===== config.mk =====
export PLATFORM = sky130hd
export DESIGN_NAME = ecc_err_logger
export DESIGN_NICKNAME = d
export VERILOG_FILES = /design/src/rtl/ecclog_pkg.sv /design/src/rtl/ecclog_sat_cnt.sv /design/src/rtl/ecclog_cause.sv /design/src/rtl/ecclog_capture.sv /design/src/rtl/ecc_err_logger.sv
export SDC_FILE = /design/constraint.sdc
export NUM_CORES = 1
export LEC_CHECK = 0
export ABC_AREA = 1
export BUFFER_PORTS_ARGS = -buffer_cell sky130_fd_sc_hd__buf_2
export CORE_MARGIN = 5
export CORE_UTILIZATION = 45
export DETAILED_ROUTE_END_ITERATION = 10
export GPL_ROUTABILITY_DRIVEN = 0
export PLACE_DENSITY = 0.68
export SLEW_MARGIN = 20
export SYNTH_ARGS = -nofsm -noshare
export SYNTH_HDL_FRONTEND = slang
export SYNTH_HIERARCHICAL = 1
export SYNTH_SLANG_ARGS = --single-unit

===== constraint.sdc =====
create_clock -name clk -period 3.65 [get_ports clk]
set_input_delay 0.365 -clock clk [delete_from_list [all_inputs] [get_ports clk]]
set_output_delay 0.365 -clock clk [all_outputs]
set_load 0.01 [all_outputs]

===== src/rtl/ecclog_pkg.sv =====
`timescale 1ns/1ps
package ecclog_pkg;
  localparam int DATA_W = 64;
  localparam int CHK_W  = 8;
  localparam int CS_W   = 2;
  localparam int BANK_W = 3;
  localparam int ROW_W  = 16;
  localparam int COL_W  = 15;
  localparam int THR_W  = 8;
  localparam int NCAUSE = 2;

  localparam int OFS_DATA_HI = 'h40;
  localparam int OFS_DATA_LO = 'h44;
  localparam int OFS_RX_CHK  = 'h48;
  localparam int OFS_CALC    = 'h4C;
  localparam int OFS_ADDR    = 'h50;
  localparam int OFS_CTRL    = 'h54;
  localparam int OFS_SBE_CNT = 'h58;
  localparam int OFS_DBE_CNT = 'h5C;
  localparam int OFS_CAUSE_A = 'hD0;
  localparam int OFS_CAUSE_B = 'hD8;

  localparam int CTRL_THR_LSB = 16;
  localparam int CTRL_ALERT_BIT = 9;

  typedef struct packed {
    logic              dbl;
    logic [DATA_W-1:0] data;
    logic [CHK_W-1:0]  rx;
    logic [CHK_W-1:0]  calc;
    logic [CS_W-1:0]   cs;
    logic [BANK_W-1:0] bank;
    logic [ROW_W-1:0]  row;
    logic [COL_W-1:0]  col;
  } ecclog_evt_t;
endpackage


===== src/rtl/ecclog_sat_cnt.sv =====
`timescale 1ns/1ps
module ecclog_sat_cnt #(
  parameter int W = 32
) (
  input  logic         clk,
  input  logic         rst_n,
  input  logic         clr,
  input  logic         inc,
  output logic [W-1:0] cnt,
  output logic [W-1:0] cnt_next
);
  localparam logic [W-1:0] MAXV = '1;
  localparam logic [W-1:0] ONE  = W'(1);

  logic [W-1:0] cnt_q;
  logic [W-1:0] base;

  always_comb begin
    base = clr ? '0 : cnt_q;
    if (inc && (base != MAXV)) cnt_next = base + ONE;
    else                       cnt_next = base;
  end

  always_ff @(posedge clk) begin
    if (!rst_n) cnt_q <= '0;
    else        cnt_q <= cnt_next;
  end

  assign cnt = cnt_q;

  a_r3_sat_hold: assert property (@(posedge clk) disable iff (!rst_n)
    (cnt_q == MAXV && inc && !clr) |=> (cnt_q == MAXV));
  a_r4_clear_alone: assert property (@(posedge clk) disable iff (!rst_n)
    (clr && !inc) |=> (cnt_q == '0));
  a_r4_clear_then_inc: assert property (@(posedge clk) disable iff (!rst_n)
    (clr && inc) |=> (cnt_q == ONE));
  a_r2_step: assert property (@(posedge clk) disable iff (!rst_n)
    (!clr && inc && cnt_q != MAXV) |=> (cnt_q == $past(cnt_q) + ONE));
  a_r2_idle_hold: assert property (@(posedge clk) disable iff (!rst_n)
    (!clr && !inc) |=> $stable(cnt_q));
endmodule


===== src/rtl/ecclog_cause.sv =====
`timescale 1ns/1ps
module ecclog_cause #(
  parameter int N = 2
) (
  input  logic         clk,
  input  logic         rst_n,
  input  logic         wr,
  input  logic [N-1:0] keep_mask,
  input  logic [N-1:0] set,
  output logic [N-1:0] flags
);
  logic [N-1:0] flags_q;
  logic [N-1:0] kept;

  always_comb kept = wr ? (flags_q & keep_mask) : flags_q;

  always_ff @(posedge clk) begin
    if (!rst_n) flags_q <= '0;
    else        flags_q <= kept | set;
  end

  assign flags = flags_q;

  a_r5_set_sticks: assert property (@(posedge clk) disable iff (!rst_n)
    (set != '0) |=> ((flags_q & $past(set)) == $past(set)));
  a_r5_zero_clears: assert property (@(posedge clk) disable iff (!rst_n)
    (wr && ((~keep_mask & ~set) != '0)) |=> ((flags_q & $past(~keep_mask & ~set)) == '0));
  a_r5_hold_no_write: assert property (@(posedge clk) disable iff (!rst_n)
    (!wr && set == '0) |=> $stable(flags_q));
endmodule


===== src/rtl/ecclog_capture.sv =====
`timescale 1ns/1ps
module ecclog_capture
  import ecclog_pkg::*;
(
  input  logic        clk,
  input  logic        rst_n,
  input  logic        load,
  input  ecclog_evt_t evt,
  output logic [31:0] data_hi,
  output logic [31:0] data_lo,
  output logic [31:0] rx_word,
  output logic [31:0] calc_word,
  output logic [31:0] addr_word
);
  ecclog_evt_t held;

  always_ff @(posedge clk) begin
    if (!rst_n)    held <= '0;
    else if (load) held <= evt;
  end

  logic [CHK_W-1:0] syndrome;
  always_comb syndrome = held.rx ^ held.calc;

  always_comb begin
    data_hi   = held.data[DATA_W-1:32];
    data_lo   = held.data[31:0];
    rx_word   = {16'h0, syndrome, held.rx};
    calc_word = {8'h0, held.row, held.calc};
    addr_word = {6'h0, held.bank, held.col, 5'h0, held.cs, held.dbl};
  end

  a_r6_dbl_marks_type: assert property (@(posedge clk) disable iff (!rst_n)
    (load && evt.dbl) |=> addr_word[0]);
  a_r8_hold_unloaded: assert property (@(posedge clk) disable iff (!rst_n)
    (!load) |=> ($stable(addr_word) && $stable(calc_word) && $stable(data_lo)));
  a_r7_syndrome_nonzero: assert property (@(posedge clk) disable iff (!rst_n)
    (load && evt.rx != evt.calc) |=> (rx_word[15:8] != 8'h0));
endmodule


===== src/rtl/ecc_err_logger.sv =====
`timescale 1ns/1ps
module ecc_err_logger
  import ecclog_pkg::*;
#(
  parameter int CNT_W  = 32,
  parameter int ADDR_W = 12
) (
  input  logic              clk,
  input  logic              rst_n,
  input  logic              ev_valid,
  output logic              ev_ready,
  input  logic              ev_dbl,
  input  logic [63:0]       ev_data,
  input  logic [7:0]        ev_rx_ecc,
  input  logic [7:0]        ev_calc_ecc,
  input  logic [1:0]        ev_cs,
  input  logic [2:0]        ev_bank,
  input  logic [15:0]       ev_row,
  input  logic [14:0]       ev_col,
  input  logic              wr_en,
  input  logic [ADDR_W-1:0] wr_addr,
  input  logic [31:0]       wr_data,
  input  logic [ADDR_W-1:0] rd_addr,
  output logic [31:0]       rd_data,
  output logic              err_alert
);
  localparam int NCNT = 2;  // index 0: single-bit, 1: double-bit

  assign ev_ready = 1'b1;

  logic accept, sbe_ev, dbe_ev;
  always_comb begin
    accept = ev_valid && ev_ready;
    sbe_ev = accept && !ev_dbl;
    dbe_ev = accept && ev_dbl;
  end

  ecclog_evt_t evt;
  always_comb begin
    evt.dbl  = ev_dbl;
    evt.data = ev_data;
    evt.rx   = ev_rx_ecc;
    evt.calc = ev_calc_ecc;
    evt.cs   = ev_cs;
    evt.bank = ev_bank;
    evt.row  = ev_row;
    evt.col  = ev_col;
  end

  // control register
  logic [THR_W-1:0] thr_q;
  logic             alert_en_q;
  logic             ctrl_hit;
  always_comb ctrl_hit = wr_en && (wr_addr == ADDR_W'(OFS_CTRL));

  always_ff @(posedge clk) begin
    if (!rst_n) begin
      thr_q      <= '0;
      alert_en_q <= 1'b0;
    end else if (ctrl_hit) begin
      thr_q      <= wr_data[CTRL_THR_LSB +: THR_W];
      alert_en_q <= wr_data[CTRL_ALERT_BIT];
    end
  end

  // counters
  logic [CNT_W-1:0] cnt      [NCNT];
  logic [CNT_W-1:0] cnt_next [NCNT];
  logic [NCNT-1:0]  cnt_inc;
  always_comb cnt_inc = {dbe_ev, sbe_ev};

  for (genvar gi = 0; gi < NCNT; gi++) begin : g_cnt
    localparam int OFS = (gi == 0) ? OFS_SBE_CNT : OFS_DBE_CNT;
    logic clr;
    always_comb clr = wr_en && (wr_addr == ADDR_W'(OFS)) && (wr_data == 32'h0);
    ecclog_sat_cnt #(.W(CNT_W)) u_cnt (
      .clk      (clk),
      .rst_n    (rst_n),
      .clr      (clr),
      .inc      (cnt_inc[gi]),
      .cnt      (cnt[gi]),
      .cnt_next (cnt_next[gi])
    );
  end

  // cause flag registers
  logic [NCAUSE-1:0] cause [2];
  for (genvar gc = 0; gc < 2; gc++) begin : g_cause
    localparam int OFS = (gc == 0) ? OFS_CAUSE_A : OFS_CAUSE_B;
    logic hit;
    always_comb hit = wr_en && (wr_addr == ADDR_W'(OFS));
    ecclog_cause #(.N(NCAUSE)) u_cause (
      .clk       (clk),
      .rst_n     (rst_n),
      .wr        (hit),
      .keep_mask (wr_data[NCAUSE-1:0]),
      .set       (cnt_inc),
      .flags     (cause[gc])
    );
  end

  // capture qualification
  logic sbe_qual, cap_load;
  always_comb begin
    sbe_qual = sbe_ev && (thr_q != '0) && (32'(cnt_next[0]) >= 32'(thr_q));
    cap_load = dbe_ev || sbe_qual;
  end

  logic [31:0] cap_hi, cap_lo, cap_rx, cap_calc, cap_addr;
  ecclog_capture u_capture (
    .clk       (clk),
    .rst_n     (rst_n),
    .load      (cap_load),
    .evt       (evt),
    .data_hi   (cap_hi),
    .data_lo   (cap_lo),
    .rx_word   (cap_rx),
    .calc_word (cap_calc),
    .addr_word (cap_addr)
  );

  always_comb err_alert = alert_en_q && (cause[0] != '0);

  // read mux
  always_comb begin
    rd_data = 32'h0;
    case (rd_addr)
      ADDR_W'(OFS_DATA_HI): rd_data = cap_hi;
      ADDR_W'(OFS_DATA_LO): rd_data = cap_lo;
      ADDR_W'(OFS_RX_CHK):  rd_data = cap_rx;
      ADDR_W'(OFS_CALC):    rd_data = cap_calc;
      ADDR_W'(OFS_ADDR):    rd_data = cap_addr;
      ADDR_W'(OFS_CTRL): begin
        rd_data[CTRL_THR_LSB +: THR_W] = thr_q;
        rd_data[CTRL_ALERT_BIT]        = alert_en_q;
      end
      ADDR_W'(OFS_SBE_CNT): rd_data = 32'(cnt[0]);
      ADDR_W'(OFS_DBE_CNT): rd_data = 32'(cnt[1]);
      ADDR_W'(OFS_CAUSE_A): rd_data = 32'(cause[0]);
      ADDR_W'(OFS_CAUSE_B): rd_data = 32'(cause[1]);
      default:              rd_data = 32'h0;
    endcase
  end

  a_r8_thr_zero_no_sbe_capture: assert property (@(posedge clk) disable iff (!rst_n)
    (thr_q == '0 && !dbe_ev) |=> $stable(cap_addr));
  a_r10_capture_not_writable: assert property (@(posedge clk) disable iff (!rst_n)
    (!cap_load) |=> $stable(cap_hi));
  a_r9_alert_needs_flag: assert property (@(posedge clk) disable iff (!rst_n)
    err_alert |-> (g_cause[0].u_cause.flags != '0));
endmodule


==> flow_summary.yaml, run 1 <==
final_layout:
  nets: 2715
  fill_cells: 2910
  diodes: 0
  final_cell_mix: "657 x nand2_1, 476 x nor2_1, 275 x nand3_1"
  drive_gt1_share_pct: 19.55
  layout_commonest_cell: "nand2_1"
  fin_cells: 2926
  syn_to_final_growth_pct: 22.38
sta:
  finalSetupViolCount: 0
  hold_viol: 0
  skew_ns: 0.01838
  fin_hold_ws_ns: 0.2012
  fmax_mhz: 287.5
  drv_slew: 0
  worst_slew_pin_slew_ns: 1.170
  post-route-min-period_ns: 3.478
  relSlewSlack_pct: 21.94
  min_period_over_period_pct: 95.29
setup_path:
  r2r_cells: 22
  critPathLaunchType: "input port"
  timing.rr.end: "u_capture/data_hi[26]"
  r2r-start: "g_cnt[0].u_cnt/cnt[0]"
  crit_top_cell: "nand2_1"
  arrival_ns: 3.81
  cp_slowest_cell: "inv_2"
  max_stage_delay_ns: 0.22
  worstSetupPathType: "input port to register"
  critPathCaptureType: "register"
  r2r_slack_ns: 0.45
  required_ns: 3.98
  crit_fanout: 26
floorplan:
  ios: 211
  coreArea_sq_um: 28700
  initial_core_util_pct: 45.59
  die_h_um: 180.5
  dieArea_sq_um: 32590
  rows: 62
  die_w_um: 180.5
clocking:
  clkLatencyLatePin_ns: 0.44
  cts.sinks: 194
  cts.clk_slew.worst_paths_ns: 0.09
  cts_buffers: 17
  h-tree-depth: 4
  clock_path_buffers: 2
  cts_tree: "done"
  postCtsHoldBufs: 0
  cts_root_buf: "clkbuf_16"
placed_design:
  place.detailed.hpwl_um: 33450
  place_inst: 2875
  io_buffers: 209
grt:
  grt_pass1_wl_um: 69550
  antenna_found_initial: 0
  grt_max_degree: 85
  gr-total-overflow: 0
  track_usage_pct: 25.79
  grt_pass1_vias: 13617
pwr:
  ir_worst_vdd_mv: 0.2864
  p_per_area_nw_per_um2: 295.1
  leakagePower_nw: 8.492
min_path:
  worstHoldPathCells: 5
  min_from: "ev_data[5]"
  hold_end: "u_capture/data_lo[5]"
  hold_class: "input port to register"
route:
  drt-vias-per-instance: 5.061
  vias: 14809
  post_drt_wl_per_cell_um: 15.53
  wl_um: 45450
  postRouteAntennaNets: 0
  drc_errors: 0
  first_pass_iters: 5
  drtIter0Drc: 1357
status:
  status: "complete, no violations"
synthesis:
  synth.cell_area_sq_um: 13090
  synth_cells: 2248
  syn_avg_cell_area_sq_um: 5.821
  synth_warnings: 6
job:
  max_cap_viol_count: 0
==> sequential cells by signal, summed over array words and instances, names as in the netlist <==
| register | cells |
|---|---|
| u_capture/rx_word | 8 |
| u_capture/addr_word | 21 |
| u_capture/data_lo | 32 |
| alert_en_q | 1 |
| u_capture/calc_word | 24 |
| g_cnt.u_cnt/cnt | 64 |
| u_capture/data_hi | 32 |
| g_cause.u_cause/flags | 4 |
| thr_q | 8 |
==> layer usage <==
layer / vias to the layer above / global-route usage, % / routed length [um]
met5: - / 0 / 0
met4: 0 / 9.800 / 1592
met3: 104 / 4.239 / 3914
met2: 676 / 41.34 / 20410
met1: 6673 / 34.94 / 19530
li1: 7356 / - / -
==> worst max-delay path: cells and delay by family <==
kind	cells	cell delay, ns
buffers and inverters	7	1.28
and+or+nand+nor	22	2.16
==> area by class of cell <==
type	instances	area, sq um	share of cell area, %
Clock buffer	17	425.4	2.656
Timing Repair Buffer	370	2565	16.02
Sequential cell	194	3884	24.25
Inverter	267	1006	6.282
Multi-Input combinational cell	1680	7493	46.79
Clock inverter	14	160.2	1.000
Tap cell	384	480.5	3.000
==> per-stage QoR <==
stage / total power, mW / setup TNS (ns) / area (sq um) / setup WS [ns] / utilization, %
floorplan: 2.648 / 0 / 13210 / 0.1170 / -
global placement: 2.812 / -20.92 / 14940 / -0.2887 / 52.05
detailed placement: 2.822 / -22.48 / 14940 / -0.2857 / 52.05
CTS: 4.695 / 0 / 15530 / 0.1581 / 54.09
global route: 4.922 / -4.818 / 16010 / -0.08078 / 55.79
finish: 4.726 / 0 / 16010 / 0.1720 / 55.79
==> repair_timing <==
item	4_1_cts	5_1_grt
gates resized for setup	0	39
setup endpoints to repair	0	117
endpoints found under the hold margin	0	0
buffers inserted	0	12
==> power by group <==
| part | internal [mW] | switching [mW] | leakage (nW) |
|---|---|---|---|
| Combinational | 0.236 | 0.312 | 6.62 |
| Sequential | 2.21 | 0.0652 | 1.59 |
| Clock | 0.925 | 0.979 | 0.287 |
| Total | 3.37 | 1.36 | 8.49 |
==> worst max-delay path by stage <==
stage	startpoint	endpoint	slack [ns]	cells past startpoint
after CTS	wr_addr[1]	u_capture/data_lo[9]	0.16	27
final	wr_addr[3]	u_capture/data_hi[26]	0.17	29
after global routing	wr_addr[1]	u_capture/addr_word[11]	-0.08	29
after floorplan	wr_addr[1]	u_capture/data_hi[0]	0.12	30
after global placement	wr_addr[1]	u_capture/data_lo[9]	-0.29	28
after detailed placement	wr_addr[1]	u_capture/data_lo[9]	-0.29	27
Note: power is estimated with default switching activity, not from simulation.
==> run 2: changes to the inputs <==
--- a/config.mk
+++ b/config.mk
@@ -5,13 +5,13 @@
 export SDC_FILE = /design/constraint.sdc
 export NUM_CORES = 1
 export LEC_CHECK = 0
-export ABC_AREA = 1
+export ABC_AREA = 0
 export BUFFER_PORTS_ARGS = -buffer_cell sky130_fd_sc_hd__buf_2
 export CORE_MARGIN = 5
 export CORE_UTILIZATION = 45
 export DETAILED_ROUTE_END_ITERATION = 10
 export GPL_ROUTABILITY_DRIVEN = 0
-export PLACE_DENSITY = 0.68
+export PLACE_DENSITY = 0.69
 export SLEW_MARGIN = 20
 export SYNTH_ARGS = -nofsm -noshare
 export SYNTH_HDL_FRONTEND = slang
==> flow_summary.yaml, run 2 <==
setup_path:
  arrival_ns: 4.60
  crit_fanout: 7
  critPathCaptureType: "register"
  crit_top_cell: "or4b_4"
  worstPathCellList: "buf_6, or4b_4, nor3_2, nor4bb_4, and3b_2, buf_12, nand2b_4, buf_4, nor4_4, and3_4, and2_4, or4b_4, xnor2_2, a211oi_2, nand4_1, nor2_2, a31oi_4, clkbuf_16, buf_16, mux2i_2, nor2b_1"
  cpLargestDelayFamily: "simple AND/OR/NAND/NOR gates"
  cp_slowest_cell: "or4b_4"
  max_stage_delay_ns: 0.53
  critPathLaunchType: "input port"
  critical_path_buf_inv_count: 5
  worstSetupPathType: "input port to register"
  required_ns: 3.99
sta:
  drv_slew: 0
  finalSetupViolCount: 117
  worst_slew_pin_slew_ns: 0.8532
  relSlewSlack_pct: 43.12
  hold_viol: 0
  post-route-min-period_ns: 4.260
  rsz0062_at_grt: "true"
  finalSetupTns_ns: -60.83
  min_period_over_period_pct: 116.7
  skew_ns: 0.02097
  fin_hold_ws_ns: 0.1602
  fmax_mhz: 234.7
  timing.final.ws_setup_ns: -0.6102
final_layout:
  final_util_pct: 58.82
  largest_reg_flops: 64
  layout_commonest_cell: "buf_2"
  nets: 1775
  drive_gt1_share_pct: 34.00
  syn_to_final_growth_pct: 29.53
  final_cell_mix: "206 x buf_2, 194 x dfxtp_1, 164 x buf_4"
  design_area_sq_um: 15240
  fin_cells: 1940
clocking:
  h-tree-depth: 4
  clock_path_buffers: 2
  cts_buffers: 17
  cts.clk_slew.worst_paths_ns: 0.10
  cts_tree: "done"
  postCtsHoldBufs: 0
  cts.sinks: 194
  clkLatencyLatePin_ns: 0.46
  cts_root_buf: "clkbuf_16"
synthesis:
  synth.cell_area_sq_um: 11770
  synth_cells: 1261
  synth_warnings: 6
  syn_avg_cell_area_sq_um: 9.331
status:
  violations: "setup timing"
  status: "finished with violations"
placed_design:
  place.detailed.hpwl_um: 28930
  place_inst: 1882
  place_area_sq_um: 13860
  preCtsSetupSlack_ns: -1.302
  io_buffers: 209
route:
  vias: 11106
  drt-vias-per-instance: 5.725
  post_drt_wl_per_cell_um: 20.53
  drc_errors: 0
  postRouteAntennaNets: 0
  first_pass_iters: 6
  wl_um: 39830
  drtIter0Drc: 1034
floorplan:
  coreArea_sq_um: 25910
  initial_core_util_pct: 45.41
  dieArea_sq_um: 29480
  ios: 211
  die_w_um: 171.7
  rows: 59
  die_h_um: 171.7
grt:
  antenna_found_initial: 3
  grt_max_degree: 103
  gr-total-overflow: 0
  grt_pass1_vias: 10990
  grt_pass1_wl_um: 61420
  track_usage_pct: 26.56
job:
  max_cap_viol_count: 0
pwr:
  power.total_mw: 4.941
  p_per_area_nw_per_um2: 324.2
  leakagePower_nw: 6.244
  ir_worst_vdd_mv: 0.3610
min_path:
  hold_class: "input port to register"
[run 2: final timing paths]
path / startpoint / end / slack, ns / depth (start not counted)
max: wr_data[1] / u_capture/data_lo[11] / -0.61 / 21
min: ev_data[25] / u_capture/data_lo[25] / 0.16 / 3
max reg2reg: g_cnt[0].u_cnt/cnt[12] / u_capture/data_lo[11] / -0.11 / 17
min reg2reg: g_cnt[1].u_cnt/cnt[17] / g_cnt[1].u_cnt/cnt[17] / 0.51 / 2
[run 2: cell type report]
| class | instances | area (sq um) |
|---|---|---|
| fillers | 2225 | 10670 |
| flip-flops and latches | 194 | 3884 |
| clock buffers | 17 | 425.4 |
| repair buffers | 391 | 2760 |
| clock inverters | 15 | 226.5 |
| multi-input cells | 973 | 7472 |
| inverters | 13 | 48.80 |
| diodes | 2 | 5.005 |
| well taps | 335 | 419.2 |
[run 2: per-layer routing]
layer | wire length, um | track usage, %
met1 | 16430 | 35.01
met2 | 18830 | 43.94
met3 | 3424 | 5.585
met4 | 1091 | 7.992
met5 | 46 | 0
[run 2: report_power, final]
part	internal, mW	leakage [nW]	switching (mW)	total, mW
clock	0.980	0.314	1.09	2.07
sequential	2.19	1.58	0.0503	2.24
combinational	0.338	4.35	0.292	0.630
total	3.51	6.24	1.44	4.94
[run 2: tightest hold or removal path, delay by kind of cell]
family                 cells  cell delay [ns]
and+or+nand+nor            1             0.09
muxes                      1             0.05
buffers and inverters      1             0.08
[run 2: what timing repair did]
item,4_1_cts,5_1_grt
gates cloned,10,1
endpoints found under the setup margin,117,117
resized for setup,47,23
setup buffers,11,2
pin swaps,16,7
